$ cat src/rtl/brk_pkg.sv
package brk_pkg;
  localparam int unsigned XLEN      = 32;
  localparam int unsigned RIDX_W    = 5;
  localparam int unsigned IMM_W     = 16;
  localparam int unsigned OPC_W     = 6;

  localparam logic [OPC_W-1:0]  OPC_BRK_REG = 6'b100110;
  localparam logic [OPC_W-1:0]  OPC_BRK_IMM = 6'b101110;
  localparam logic [RIDX_W-1:0] SUB_BRK     = 5'b01100;

  // status word bit positions
  localparam int unsigned ST_BIP = 3;
  localparam int unsigned ST_UM  = 11;
  localparam int unsigned ST_UMS = 12;
  localparam int unsigned ST_VM  = 13;
  localparam int unsigned ST_VMS = 14;

  localparam logic [XLEN-1:0] VEC_SYSCALL = 32'h0000_0008;
  localparam logic [XLEN-1:0] VEC_DEBUG   = 32'h0000_0018;
  localparam logic [RIDX_W-1:0] HW_LINK_REG = 5'd16;
  localparam logic [XLEN-1:0] INSN_STEP   = 32'd4;

  typedef struct packed {
    logic              is_reg;
    logic              is_imm;
    logic [RIDX_W-1:0] rd;
    logic [XLEN-1:0]   imm;
  } brk_dec_t;
endpackage

$ cat src/rtl/brk_decode.sv
module brk_decode
  import brk_pkg::*;
(
  input  logic [XLEN-1:0]  instr_i,
  input  logic             pfx_valid_i,
  input  logic [IMM_W-1:0] pfx_i,
  output brk_dec_t         dec_o
);
  localparam int unsigned LOW_ZERO_W = 11;

  logic [OPC_W-1:0]  opc;
  logic [RIDX_W-1:0] sub;
  logic [IMM_W-1:0]  lo;

  assign opc = instr_i[XLEN-1 -: OPC_W];
  assign sub = instr_i[20:16];
  assign lo  = instr_i[IMM_W-1:0];

  always_comb begin
    dec_o.is_reg = (opc == OPC_BRK_REG) && (sub == SUB_BRK) &&
                   (instr_i[LOW_ZERO_W-1:0] == '0);
    dec_o.is_imm = (opc == OPC_BRK_IMM) && (sub == SUB_BRK);
    dec_o.rd     = instr_i[25:21];
    if (pfx_valid_i) dec_o.imm = {pfx_i, lo};
    else             dec_o.imm = {{(XLEN-IMM_W){lo[IMM_W-1]}}, lo};
  end
endmodule

$ cat src/rtl/brk_msr_upd.sv
module brk_msr_upd
  import brk_pkg::*;
(
  input  logic [XLEN-1:0] msr_i,
  input  logic            set_bip_i,
  input  logic            save_mode_i,
  output logic [XLEN-1:0] msr_o
);
  always_comb begin
    msr_o = msr_i;
    if (save_mode_i) begin
      msr_o[ST_UMS] = msr_i[ST_UM];
      msr_o[ST_VMS] = msr_i[ST_VM];
      msr_o[ST_UM]  = 1'b0;
      msr_o[ST_VM]  = 1'b0;
    end
    if (set_bip_i) msr_o[ST_BIP] = 1'b1;
  end
endmodule

$ cat src/rtl/brk_exec_unit.sv
module brk_exec_unit
  import brk_pkg::*;
(
  input  logic              clk_i,
  input  logic              rst_ni,
  input  logic              valid_i,
  input  logic [31:0]       instr_i,
  input  logic [31:0]       pc_i,
  input  logic [31:0]       rb_val_i,
  input  logic              imm_pfx_valid_i,
  input  logic [15:0]       imm_pfx_i,
  input  logic              dslot_pend_i,
  input  logic [31:0]       msr_i,
  input  logic [31:0]       base_vec_i,
  input  logic              hw_brk_i,
  output logic              redirect_o,
  output logic [31:0]       next_pc_o,
  output logic              wb_en_o,
  output logic [4:0]        wb_addr_o,
  output logic [31:0]       wb_data_o,
  output logic              msr_we_o,
  output logic [31:0]       msr_o,
  output logic              res_clr_o,
  output logic              trap_o,
  output logic              hw_ack_o
);
  brk_dec_t dec;
  logic user_mode, vec_sys, hw_take;
  logic reg_go, reg_trap, imm_go, imm_trap, insn_go;
  logic set_bip, save_mode;
  logic [XLEN-1:0] msr_new, tgt, link_val;
  logic [RIDX_W-1:0] link_reg;
  logic link_en;

  brk_decode u_dec (
    .instr_i     (instr_i),
    .pfx_valid_i (imm_pfx_valid_i),
    .pfx_i       (imm_pfx_i),
    .dec_o       (dec)
  );

  assign user_mode = msr_i[ST_UM];
  assign vec_sys   = (dec.imm == VEC_SYSCALL) || (dec.imm == VEC_DEBUG);
  assign hw_take   = hw_brk_i && !imm_pfx_valid_i && !dslot_pend_i;

  assign reg_trap = !hw_take && valid_i && dec.is_reg && user_mode;
  assign reg_go   = !hw_take && valid_i && dec.is_reg && !user_mode;
  assign imm_trap = !hw_take && valid_i && dec.is_imm && user_mode && !vec_sys;
  assign imm_go   = !hw_take && valid_i && dec.is_imm && !(user_mode && !vec_sys);
  assign insn_go  = reg_go || imm_go;

  always_comb begin
    set_bip   = 1'b0;
    save_mode = 1'b0;
    tgt       = '0;
    link_reg  = dec.rd;
    link_val  = pc_i + INSN_STEP;
    link_en   = 1'b0;
    if (hw_take) begin
      set_bip   = 1'b1;
      save_mode = 1'b1;
      tgt       = base_vec_i + VEC_DEBUG;
      link_reg  = HW_LINK_REG;
      link_val  = pc_i;
      link_en   = 1'b1;
    end else if (reg_go) begin
      set_bip = 1'b1;
      tgt     = rb_val_i;
      link_en = (dec.rd != '0);
    end else if (imm_go) begin
      set_bip   = (dec.imm != VEC_DEBUG);
      save_mode = vec_sys;
      tgt       = dec.imm;
      link_en   = (dec.rd != '0);
    end
  end

  brk_msr_upd u_msr (
    .msr_i       (msr_i),
    .set_bip_i   (set_bip),
    .save_mode_i (save_mode),
    .msr_o       (msr_new)
  );

  always_ff @(posedge clk_i or negedge rst_ni) begin
    if (!rst_ni) begin
      redirect_o <= 1'b0;
      wb_en_o    <= 1'b0;
      msr_we_o   <= 1'b0;
      res_clr_o  <= 1'b0;
      trap_o     <= 1'b0;
      hw_ack_o   <= 1'b0;
    end else begin
      redirect_o <= hw_take || insn_go;
      wb_en_o    <= link_en;
      msr_we_o   <= hw_take || insn_go;
      res_clr_o  <= insn_go;
      trap_o     <= reg_trap || imm_trap;
      hw_ack_o   <= hw_take;
    end
  end

  // data outputs hold unless an accepted operation updates them
  always_ff @(posedge clk_i or negedge rst_ni) begin
    if (!rst_ni) begin
      next_pc_o <= '0;
      msr_o     <= '0;
    end else if (hw_take || insn_go) begin
      next_pc_o <= tgt;
      msr_o     <= msr_new;
    end
  end

  always_ff @(posedge clk_i or negedge rst_ni) begin
    if (!rst_ni) begin
      wb_addr_o <= '0;
      wb_data_o <= '0;
    end else if (link_en) begin
      wb_addr_o <= link_reg;
      wb_data_o <= link_val;
    end
  end
endmodule

$ cat config.mk
export PLATFORM = sky130hd
export DESIGN_NAME = brk_exec_unit
export DESIGN_NICKNAME = d
export VERILOG_FILES = /design/src/rtl/brk_pkg.sv /design/src/rtl/brk_decode.sv /design/src/rtl/brk_msr_upd.sv /design/src/rtl/brk_exec_unit.sv
export SDC_FILE = /design/constraint.sdc
export NUM_CORES = 1
export LEC_CHECK = 0
export ABC_CLOCK_PERIOD_IN_PS = 800
export BUFFER_PORTS_ARGS = -buffer_cell sky130_fd_sc_hd__clkbuf_2
export CAP_MARGIN = 10
export CORE_MARGIN = 2
export CORE_UTILIZATION = 42
export DETAILED_ROUTE_END_ITERATION = 10
export MAX_ROUTING_LAYER = met4
export PLACE_DENSITY = 0.8
export SYNTH_ARGS = -nofsm -noshare
export SYNTH_HDL_FRONTEND = slang
export SYNTH_SLANG_ARGS = --single-unit
$ cat constraint.sdc
create_clock -name clk_i -period 0.8 [get_ports clk_i]
set_input_delay 0.04 -clock clk_i [delete_from_list [all_inputs] [get_ports clk_i]]
set_output_delay 0.04 -clock clk_i [all_outputs]
set_load 0.02 [all_outputs]
==> results of run 1 <==
[repair_timing]
| action | CTS | global route |
|---|---|---|
| cloned | 4 | 2 |
| resized for setup | 149 | 311 |
| pin swaps | 10 | 37 |
| setup buffers | 33 | 37 |
| hold endpoints to repair | 149 | 0 |
| hold buffers | 42 | 0 |
| setup endpoints to repair | 212 | 213 |
[kinds of logic after synthesis]
| kind of cell | after synthesis | synth area share |
|---|---|---|
| AND/OR/NAND/NOR | 210 | 0.183 |
| AO/OA/AOI/OAI | 137 | 0.164 |
| flip-flops | 106 | 0.446 |
| XOR/XNOR | 54 | 0.0795 |
| buffers and inverters | 50 | 0.0467 |
| multiplexers | 41 | 0.0757 |
| adder cells (fa/ha/maj) | 2 | 0.00421 |
[routing by layer]
metal	track usage
met3	0.0784
met4	0.151
met1	0.382
met2	0.605
met5	-
[metrics by stage]
stage	util	setup WS (ns)	hold WS [ns]	setup TNS, ns	cell area [sq um]
floorplan	-	-1.05	-0.256	-99.66	6050
global placement	0.632	-1.29	0.0419	-127.19	8770
detailed placement	0.632	-1.35	0.0395	-133.26	8770
CTS	0.759	-0.891	-0.00670	-100.98	10500
global route	0.841	-1.53	0.00344	-119.99	11700
==> impl_metrics.py, run 1 <==
metrics = {
    "clock_tree": {
        "htreeDepth": 3,
        "cts_buffers": 9,
        "cts.sinks": 106,
        "clk_path_buf_depth": 2,
        "root_buffer": "clkbuf_16",
    },
    "die": {
        "fp.dieH_microns": 123,
        "num_io_pins": 289,
        "rows": 43,
        "die_w_microns": 123,
        "start_util": 0.429,
    },
    "yosys": {
        "synth_top_area_frac": 0.446,
        "ys_top_cells_by_count": "dfrtp_1 (106), nand2_1 (74), nor2_1 (41)",
        "avgSynthCellArea_sq_um": 9.91,
        "synth_edf_count": 0,
        "synthMostInstantiatedCell": "dfrtp_1",
        "async_flop_share": 1.00,
        "synthTopCellsByArea": "dfrtp_1 (45%), mux2_2 (5.3%), nand2_1 (4.7%), xnor2_1 (4.3%), xor2_1 (3.7%)",
        "ys_ff_latch": 106,
        "synthCells": 600,
        "netlist_area_sq_um": 5950,
        "synth_area_leader_cell": "dfrtp_1",
        "synthDistinctLibCells": 59,
        "syn-num-nets": 784,
        "ys_seq_area_frac": 0.446,
        "synth-main-ff-cell": "dfrtp_1",
        "yosys_warnings": 0,
    },
    "grt": {
        "grt_pass1_wl_microns": 38800,
        "gr-total-overflow": 0,
        "grtUsageTotal": 0.348,
        "grt_max_degree": 47,
        "grt_pass1_vias": 7347,
        "antenna_found_initial": 4,
    },
    "placed_design": {
        "dp_cells": 1192,
        "place_congestion": 0.992,
        "portBuffers": 288,
        "hpwlAfterDp_microns": 16400,
    },
    "status": {
        "tool.error": "[ERROR DRT-0255] Maze Route cannot find path of net pc_i[23] in worker of routeBox ( 96600 96600 ) ( 123005 123005 ).",
        "status": "did not finish",
        "haltStage": "detailed routing",
    },
    "timing": {
        "worst-ep-kind": "register data pin",
        "grt_worst_setup_endpoint": "msr_o[0]$_DFFE_PN0P_/D",
    },
}
==> run 2, diff against run 1 <==
--- a/config.mk
+++ b/config.mk
@@ -5,14 +5,13 @@
 export SDC_FILE = /design/constraint.sdc
 export NUM_CORES = 1
 export LEC_CHECK = 0
-export ABC_CLOCK_PERIOD_IN_PS = 800
+export ABC_CLOCK_PERIOD_IN_PS = 1000
 export BUFFER_PORTS_ARGS = -buffer_cell sky130_fd_sc_hd__clkbuf_2
 export CAP_MARGIN = 10
 export CORE_MARGIN = 2
-export CORE_UTILIZATION = 42
+export CORE_UTILIZATION = 35
 export DETAILED_ROUTE_END_ITERATION = 10
-export MAX_ROUTING_LAYER = met4
-export PLACE_DENSITY = 0.8
+export PLACE_DENSITY_LB_ADDON = 0.15
 export SYNTH_ARGS = -nofsm -noshare
 export SYNTH_HDL_FRONTEND = slang
 export SYNTH_SLANG_ARGS = --single-unit
==> constraint.sdc (replaced) <==
create_clock -name clk_i -period 1 [get_ports clk_i]
set_input_delay 0.05 -clock clk_i [delete_from_list [all_inputs] [get_ports clk_i]]
set_output_delay 0.05 -clock clk_i [all_outputs]
set_load 0.02 [all_outputs]
==> run 2 against run 1 <==
- the flow now finishes, with violations (setup timing)
- global-route usage down 10 points
- synthesized cell count did not move
- area after synthesis stayed put
==> impl_metrics.py, run 2 <==
metrics = {
    "status": {
        "status": "finished, violations left",
        "violations": "setup timing",
    },
    "clock_tree": {
        "cts_tree": "built",
        "cts.clk_slew.worst_paths_ns": 0.07,
        "cts.sinks": 106,
        "htreeDepth": 3,
        "worstSkewPairLatency_ns": 0.35,
        "clk_path_buf_depth": 2,
        "root_buffer": "clkbuf_16",
        "cts_buffers": 9,
    },
    "timing": {
        "fin_crit_sh": 1.74,
        "fin_worst_skew_ns": 0,
        "finalMaxSlewViolations": 0,
        "fmax_mhz": 574,
        "rsz0062_at_grt": "yes",
        "setup-tns-final_ns": -67.31,
        "relSlewSlack": 0.742,
        "worst_pin_slew_ns": 0.387,
        "timing.final.hold_violations": 0,
        "min_period_ns": 1.74,
        "setup_viol": 105,
        "setup_slack_ns": -0.741,
    },
    "power": {
        "p_leak_nw": 5.17,
        "peakVddDrop_v": 0.000794,
        "pwr-share-comb": 0.323,
        "total_power_mw": 13.6,
        "pwr-share-seq": 0.398,
        "p_sw_mw": 4.44,
        "switching_share": 0.327,
        "cellPowerDensity_nw_per_um2": 1280,
        "p_int_mw": 9.14,
        "pwr-share-clk": 0.279,
    },
    "yosys": {
        "synthTopCellsByArea": "dfrtp_1 (45%), mux2_2 (5.3%), nand2_1 (4.7%), xnor2_1 (4.3%), xor2_1 (3.7%)",
        "synth_top_area_frac": 0.446,
        "yosys_warnings": 0,
        "synth-xor-area-share": 0.0795,
        "avgSynthCellArea_sq_um": 9.91,
        "yosys-mux-area-fraction": 0.0757,
        "netlist_area_sq_um": 5950,
        "synth_compound_area_frac": 0.164,
        "async_flop_share": 1.00,
        "synth_area_leader_cell": "dfrtp_1",
        "synth_top_family_by_area": "simple AND/OR/NAND/NOR gates",
        "yosys.area_share.simple": 0.183,
        "synthCells": 600,
        "syn-num-nets": 784,
        "synthDistinctLibCells": 59,
        "ys_seq_area_frac": 0.446,
        "synthMostInstantiatedCell": "dfrtp_1",
        "ys_top_cells_by_count": "dfrtp_1 (106), nand2_1 (74), nor2_1 (41)",
        "synth_edf_count": 0,
        "ys_ff_latch": 106,
        "synthAdderAreaFrac": 0.00421,
        "synth-main-ff-cell": "dfrtp_1",
    },
    "finish": {
        "nFillCells": 1382,
        "final_area_sq_um": 10600,
        "drive_above_1_share": 0.548,
        "layout_common_cells": "clkbuf_2 (268), buf_4 (141), dfrtp_1 (105)",
        "syn_to_final_growth_pct": 78.2,
        "instances_no_fill": 1313,
        "top_regs": "msr_o: 32 flops, next_pc_o: 32 flops, wb_data_o: 32 flops",
        "nNetsFinal": 1272,
        "mostFrequentLayoutCell": "clkbuf_2",
        "antenna_cells": 0,
    },
    "die": {
        "fp.dieH_microns": 134,
        "num_io_pins": 289,
        "start_util": 0.359,
        "core_sq_um": 16600,
        "rows": 47,
        "dieArea_sq_um": 18100,
        "die_w_microns": 134,
    },
    "critical_path": {
        "cp.arrival_ns": 1.97,
        "r2r_setup_slack_ns": 0.13,
        "path_delay_family": "simple AND/OR/NAND/NOR gates",
        "worst_setup_path_end_kind": "flop",
        "max_stage_delay_ns": 0.58,
        "r2r_end": "next_pc_o[17]",
        "critical_path_class": "in2reg",
        "cp-start-kind": "primary input",
        "slowest_stage": "or4b_4",
        "worstPathCellList": "buf_6, or4b_4, nor4_2, a31o_4, nand2_4, inv_6, nor2_8, inv_8, clkbuf_16, mux2_2",
        "crit_buf_inv": 4,
        "cp.required_ns": 1.23,
        "rr_worst_depth": 1,
        "timing.rr.start": "next_pc_o[17]",
        "crit_fanout": 8,
    },
    "hold_path": {
        "whs_path_depth": 3,
        "min_from": "base_vec_i[31]",
        "hold_path_class": "in2reg",
        "hold_end": "next_pc_o[31]",
    },
    "placed_design": {
        "pre_cts_ws_ns": -1.25,
        "postPlaceCellArea_sq_um": 8740,
        "portBuffers": 288,
        "dp_cells": 1224,
        "place_congestion": 0.882,
        "hpwlAfterDp_microns": 16600,
    },
    "grt": {
        "grt_pass1_wl_microns": 34600,
        "grtUsageTotal": 0.246,
        "grt_max_degree": 44,
        "gr-total-overflow": 0,
        "grt_pass1_vias": 6559,
        "antenna_found_initial": 0,
    },
    "route": {
        "via_per_inst": 5.03,
        "drc": 0,
        "initialDrtViolationCount": 297,
        "vias": 6606,
        "drt_pass1_iterations": 5,
        "wire_per_inst_microns": 17.8,
        "antenna_left": 0,
        "drt_wl_total_microns": 23400,
    },
    "job": {
        "cap_viol_max_count": 0,
    },
}
## run 2: cell counts after synthesis
No cell type changed its count.
## run 2: cell type report
type                       instances  area, sq um  share of cell area
tap                              220          275              0.0260
clock buffer                      11          253              0.0238
clock inverter                     5         60.1             0.00567
multi-input combinational        444         3540               0.334
inverter                          17         81.3             0.00767
timing repair buffer             510         3740               0.353
sequential                       106         2650               0.250
## run 2: logic make-up (layout without fill, tap and decap cells)
group           count (synthesis)  after routing
compound gates                137            137
flops                         106            106
mux                            41             41
simple gates                  210            210
xor+xnor                       54             54
buf+inv                        50            543
fa+ha+maj                       2              2
## run 2: power groups by stage
stage / logic, mW / registers, mW / clock network, mW
2_1_floorplan: 1.01 / 6.19 / 0
3_5_place_dp: 3.71 / 5.41 / 0
5_1_grt: 4.69 / 5.47 / 4.10
6_report: 4.39 / 5.41 / 3.79
4_1_cts: 4.04 / 5.34 / 3.92
3_3_place_gp: 3.67 / 5.39 / 0
## run 2: worst max path at each step
stage	to	cells past startpoint	slack, ns	start
floorplan	msr_o[10]	9	-0.86	instr_i[30]
global placement	wb_data_o[2]	11	-1.18	instr_i[11]
detailed placement	wb_data_o[9]	11	-1.25	instr_i[11]
CTS	wb_data_o[21]	12	-0.72	instr_i[11]
global route	wb_data_o[7]	12	-0.83	instr_i[11]
finish	msr_o[20]	10	-0.74	instr_i[30]
## run 2: timing repair
| action | CTS | global route |
|---|---|---|
| endpoints found under the hold margin | 145 | 0 |
| resized for setup | 70 | 145 |
| pin swaps | 20 | 31 |
| hold buffers | 41 | 0 |
| setup buffers | 19 | 7 |
| setup endpoints to repair | 106 | 113 |
| gates cloned | 5 | 3 |
## run 2: routing by layer
layer  up-vias  wire, microns  global-route usage
met5         -              0                   0
met4         0            704              0.0965
met3        46           1600              0.0491
met2       287          11400               0.399
met1      3121           9690               0.322
li1       3152              -                   -
## run 2: through the flow
| stage | hold slack (ns) | util |
|---|---|---|
| detailed placement | 0.0629 | 0.527 |
| floorplan | -0.246 | - |
| finish | 0.00834 | 0.639 |
| global route | 0.0147 | 0.639 |
| global placement | 0.0605 | 0.527 |
| CTS | 0.000152 | 0.606 |
(Power assumes the default switching activity.)
==> run 3, diff against run 2 <==
--- a/config.mk
+++ b/config.mk
@@ -12,6 +12,8 @@
 export CORE_UTILIZATION = 35
 export DETAILED_ROUTE_END_ITERATION = 10
 export PLACE_DENSITY_LB_ADDON = 0.15
+export REMOVE_ABC_BUFFERS = 1
 export SYNTH_ARGS = -nofsm -noshare
 export SYNTH_HDL_FRONTEND = slang
 export SYNTH_SLANG_ARGS = --single-unit
+export TNS_END_PERCENT = 30
==> run 3 against run 2 <==
- clock skew is the same
- register-to-register slack is essentially flat
- hold slack lost 0.0057 ns
- design area shrank 2.1%
- largest cell class unchanged
- the run still ends with setup timing left
==> impl_metrics.py, run 3 (synthesized netlist as in run 2, its figures left out) <==
metrics = {
    "critical_path": {
        "max_stage_delay_ns": 0.59,
        "critical_path_class": "in2reg",
        "path_delay_family": "simple AND/OR/NAND/NOR gates",
        "worst_setup_path_end_kind": "flop",
        "cp.required_ns": 1.24,
        "cp.arrival_ns": 1.97,
        "slowest_stage": "or4b_4",
        "worstPathCellList": "buf_6, or4b_4, nor4_4, a31o_4, nand2_4, clkinv_4, nor2_8, inv_8, buf_4, mux2_2",
        "crit_buf_inv": 4,
        "cp-start-kind": "primary input",
        "crit_fanout": 6,
    },
    "die": {
        "num_io_pins": 289,
        "rows": 47,
        "core_sq_um": 16600,
        "fp.dieH_microns": 134,
        "die_w_microns": 134,
        "start_util": 0.359,
        "dieArea_sq_um": 18100,
    },
    "grt": {
        "gr-total-overflow": 0,
        "antenna_found_initial": 0,
        "grt_max_degree": 45,
        "grt_pass1_wl_microns": 33400,
        "grtUsageTotal": 0.239,
        "grt_pass1_vias": 6431,
    },
    "route": {
        "wire_per_inst_microns": 17.0,
        "vias": 6560,
        "drc": 0,
        "drt_wl_total_microns": 22400,
        "drt_pass1_iterations": 5,
        "via_per_inst": 4.97,
        "antenna_left": 0,
        "initialDrtViolationCount": 226,
    },
    "timing": {
        "fin_crit_sh": 1.73,
        "relSlewSlack": 0.629,
        "timing.final.hold_violations": 0,
        "min_period_ns": 1.73,
        "worst_pin_slew_ns": 0.556,
        "fmax_mhz": 579,
        "setup_slack_ns": -0.728,
        "whs_ns": 0.00267,
        "finalMaxSlewViolations": 0,
        "fin_worst_skew_ns": 0,
        "rsz0062_at_grt": "yes",
        "setup-tns-final_ns": -64.55,
        "setup_viol": 105,
    },
    "clock_tree": {
        "cts_tree": "built",
        "cts.clk_slew.worst_paths_ns": 0.09,
        "htreeDepth": 3,
        "cts_buffers": 9,
        "worstSkewPairLatency_ns": 0.36,
        "root_buffer": "clkbuf_16",
        "cts.sinks": 106,
        "clk_path_buf_depth": 2,
    },
    "finish": {
        "layout_common_cells": "clkbuf_2 (281), buf_4 (145), dfrtp_1 (106)",
        "syn_to_final_growth_pct": 74.4,
        "mostFrequentLayoutCell": "clkbuf_2",
        "drive_above_1_share": 0.518,
        "nNetsFinal": 1278,
        "antenna_cells": 0,
        "nFillCells": 1448,
        "top_regs": "msr_o: 32 flops, next_pc_o: 32 flops, wb_data_o: 32 flops",
    },
    "power": {
        "p_leak_nw": 5.08,
        "peakVddDrop_v": 0.000811,
        "total_power_mw": 13.3,
        "cellPowerDensity_nw_per_um2": 1280,
    },
    "placed_design": {
        "pre_cts_ws_ns": -1.18,
        "hpwlAfterDp_microns": 16600,
        "portBuffers": 288,
        "place_congestion": 0.859,
    },
    "job": {
        "cap_viol_max_count": 0,
    },
    "status": {
        "violations": "setup timing",
        "status": "finished, violations left",
    },
    "hold_path": {
        "hold_path_class": "in2reg",
    },
}
run 3: cell types whose count changed in the layout (fill, tap and decap cells not counted), sizes merged:
cell / before / now
inv: 17 / 18
clkinvlp: 1 / 0
clkinv: 3 / 4
a31oi: 7 / 8
clkbuf: 282 / 298
dlygate4sd3: 41 / 52
buf: 198 / 175
run 3: stage by stage:
step | instance area (sq um) | utilization | instances
after detailed placement | 8780 | 0.530 | 1232
after global placement | 8780 | 0.530 | 1232
final | 10400 | 0.626 | 1319
after global routing | 10400 | 0.626 | 1319
after CTS | 9810 | 0.591 | 1305
after floorplan | 5750 | - | 567
run 3: worst paths after layout:
path	slack (ns)	end	depth (start not counted)	startpoint
setup / recovery	-0.73	msr_o[28]	10	instr_i[30]
hold / removal	0.003	next_pc_o[8]	3	rb_val_i[8]
setup reg to reg	0.14	next_pc_o[14]	1	next_pc_o[14]
hold reg to reg	0.48	wb_data_o[17]	2	wb_data_o[17]
max in group asynchronous	0.40	next_pc_o[21]	3	rst_ni
min in group asynchronous	0.12	wb_en_o	2	rst_ni
run 3: metal layers:
layer	track usage	part of all wire	wire length, microns	vias to the layer above
met5	0	0	0	-
met4	0.0807	0.022	485	0
met3	0.0333	0.057	1280	32
met2	0.410	0.49	11000	234
met1	0.309	0.43	9630	3121
li1	-	-	-	3173
run 3: repair_timing:
| action | 4_1_cts | 5_1_grt |
|---|---|---|
| buffers inserted | 5 | 6 |
| cloned | 1 | 7 |
| hold buffers | 51 | 1 |
| endpoints found under the setup margin | 107 | 116 |
| endpoints found under the hold margin | 152 | 1 |
| pin swaps | 3 | 25 |
| gates resized for setup | 32 | 85 |
run 3: tightest hold or removal path, delay by kind of cell:
kind                   cells  cell delay [ns]
buffers and inverters      1             0.09
AOI/OAI and AO/OA          2             0.19
run 3: layout make-up:
class / count / area (sq um) / share of cell area
clock buffer: 10 / 229 / 0.0221
tap: 220 / 275 / 0.0265
multi-input combinational: 445 / 3400 / 0.328
sequential: 106 / 2650 / 0.256
clock inverter: 6 / 83.8 / 0.00808
timing repair buffer: 515 / 3650 / 0.352
inverter: 17 / 81.3 / 0.00784
run 3: power by group:
group / total, mW / internal [mW] / switching [mW]
Combinational: 4.11 / 1.91 / 2.20
Clock: 3.85 / 2.01 / 1.83
Sequential: 5.34 / 4.94 / 0.397
Total: 13.3 / 8.86 / 4.43
==> run 4, diff against run 3 <==
--- a/config.mk
+++ b/config.mk
@@ -11,6 +11,7 @@
 export CORE_MARGIN = 2
 export CORE_UTILIZATION = 35
 export DETAILED_ROUTE_END_ITERATION = 10
+export HOLD_SLACK_MARGIN = 0.05
 export PLACE_DENSITY_LB_ADDON = 0.15
 export REMOVE_ABC_BUFFERS = 1
 export SYNTH_ARGS = -nofsm -noshare
==> run 4 against run 3 <==
- the flow still finishes with violations (setup timing)
- combinational power increased by 4%
- largest power group unchanged
- sequential power hardly changed
- sequential share of layout area is 0.52 points lower
- largest cell class unchanged
- critical path type unchanged
- first-iteration DRC count up 8.8%
==> impl_metrics.py, run 4 (synthesized netlist as in run 2, its figures left out) <==
metrics = {
    "route": {
        "drt_pass1_iterations": 6,
        "drt_wl_total_microns": 23000,
        "antenna_left": 0,
        "vias": 6695,
        "via_per_inst": 4.99,
        "drc": 0,
        "initialDrtViolationCount": 246,
        "wire_per_inst_microns": 17.1,
    },
    "clock_tree": {
        "htreeDepth": 3,
        "cts_tree": "built",
        "root_buffer": "clkbuf_16",
        "cts.sinks": 106,
        "cts_buffers": 9,
        "clk_path_buf_depth": 2,
        "cts.clk_slew.worst_paths_ns": 0.08,
        "worstSkewPairLatency_ns": 0.36,
    },
    "timing": {
        "relSlewSlack": 0.635,
        "timing.final.hold_violations": 0,
        "fin_worst_skew_ns": 0,
        "worst_pin_slew_ns": 0.547,
        "fmax_mhz": 582,
        "finalMaxSlewViolations": 0,
        "setup_viol": 105,
        "min_period_ns": 1.72,
        "setup_slack_ns": -0.719,
        "whs_ns": 0.0471,
        "fin_crit_sh": 1.72,
        "rsz0062_at_grt": "yes",
    },
    "power": {
        "cellPowerDensity_nw_per_um2": 1270,
        "p_int_mw": 9.01,
        "pwr-share-seq": 0.399,
        "peakVddDrop_v": 0.000802,
        "pwr-share-comb": 0.319,
        "total_power_mw": 13.5,
        "p_leak_nw": 5.17,
        "switching_share": 0.330,
        "pwr-share-clk": 0.282,
        "p_sw_mw": 4.44,
    },
    "critical_path": {
        "cp_common_cell": "buf_6",
        "path_delay_family": "buffers and inverters",
        "slowest_stage": "o31ai_4",
        "crit_buf_inv": 4,
        "max_stage_delay_ns": 0.37,
        "worst_setup_path_end_kind": "flop",
        "worstPathCellList": "buf_6, nor4_4, buf_4, nand4_1, o31ai_4, buf_6, a31oi_4, inv_2, mux2_4",
        "cp.arrival_ns": 1.96,
        "cp-start-kind": "primary input",
        "crit_fanout": 7,
        "critical_path_class": "in2reg",
        "cp.required_ns": 1.24,
    },
    "die": {
        "rows": 47,
        "num_io_pins": 289,
        "core_sq_um": 16600,
        "die_w_microns": 134,
        "start_util": 0.359,
        "dieArea_sq_um": 18100,
        "fp.dieH_microns": 134,
    },
    "placed_design": {
        "portBuffers": 288,
        "place_congestion": 0.859,
        "hpwlAfterDp_microns": 16600,
        "postPlaceCellArea_sq_um": 8780,
        "dp_cells": 1232,
    },
    "grt": {
        "gr-total-overflow": 0,
        "grt_pass1_wl_microns": 34100,
        "antenna_found_initial": 0,
        "grt_max_degree": 45,
        "grtUsageTotal": 0.243,
        "grt_pass1_vias": 6611,
    },
    "finish": {
        "instances_no_fill": 1343,
        "mostFrequentLayoutCell": "clkbuf_2",
        "syn_to_final_growth_pct": 78.0,
        "drive_above_1_share": 0.503,
        "final_area_sq_um": 10600,
        "antenna_cells": 0,
        "nNetsFinal": 1302,
        "layout_common_cells": "clkbuf_2 (273), buf_4 (142), dfrtp_1 (106)",
        "top_regs": "msr_o: 32 flops, next_pc_o: 32 flops, wb_data_o: 32 flops",
    },
    "job": {
        "cap_viol_max_count": 0,
    },
    "status": {
        "status": "finished, violations left",
        "violations": "setup timing",
    },
    "hold_path": {
        "hold_path_class": "in2reg",
    },
}
-- run 4: cell count changes in the layout (fill, tap and decap cells not counted), sizes merged --
cell         delta
buf             +8
dlygate4sd3    +25
clkbuf          -9
-- run 4: path summary, 6_finish.rpt --
path / startpoint / end / slack, ns / depth (start not counted)
worst max-delay path: instr_i[11] / wb_data_o[29] / -0.72 / 9
worst min-delay path: rb_val_i[11] / next_pc_o[11] / 0.05 / 3
worst max register to register: wb_data_o[2] / wb_data_o[2] / 0.14 / 3
worst min register to register: wb_data_o[11] / wb_data_o[11] / 0.48 / 2
max in group asynchronous: rst_ni / next_pc_o[21] / 0.39 / 3
min in group asynchronous: rst_ni / wb_en_o / 0.13 / 2
-- run 4: repair_timing --
| item | in CTS | in global routing |
|---|---|---|
| pin swaps | 3 | 39 |
| hold buffers | 76 | 1 |
| gates resized for setup | 32 | 118 |
| endpoints found under the setup margin | 107 | 114 |
| endpoints found under the hold margin | 166 | 1 |
| gates cloned | 1 | 6 |
| buffers inserted | 5 | 6 |
-- run 4: final cells by class --
cell class / instances / area, sq um
multi-input combinational: 445 / 3360
inverter: 17 / 81.3
sequential: 106 / 2650
timing repair buffer: 539 / 3910
fill: 1413 / 5990
clock buffer: 10 / 229
tap: 220 / 275
clock inverter: 6 / 83.8
-- run 4: metrics by stage --
step	TNS (ns)	utilization	worst slack, ns
floorplan	-163.98	-	-2.08
global placement	-110.17	0.530	-1.14
detailed placement	-112.17	0.530	-1.18
CTS	-65.98	0.606	-0.704
global route	-71.85	0.639	-0.781
finish	-65.45	0.639	-0.719
-- run 4: tightest hold or removal path, cell delays in order --
cell and delay, ns:
clkbuf_2 0.09, a22oi_1 0.08, a31oi_1 0.13
-- run 4: layer usage --
metal	global-route usage	part of all wire	vias up	wire length (microns)
met2	0.421	0.49	266	11400
met5	0	0	-	0
met3	0.0333	0.063	34	1450
met4	0.0871	0.022	0	502
met1	0.311	0.42	3173	9680
li1	-	-	3222	-
-- run 4: power groups by stage --
stage / Combinational, mW / Clock [mW] / Sequential [mW]
2_1_floorplan: 0.900 / 0 / 6.19
3_3_place_gp: 3.65 / 0 / 5.39
3_5_place_dp: 3.70 / 0 / 5.39
4_1_cts: 4.03 / 3.92 / 5.32
5_1_grt: 4.59 / 4.05 / 5.44
6_report: 4.29 / 3.80 / 5.36
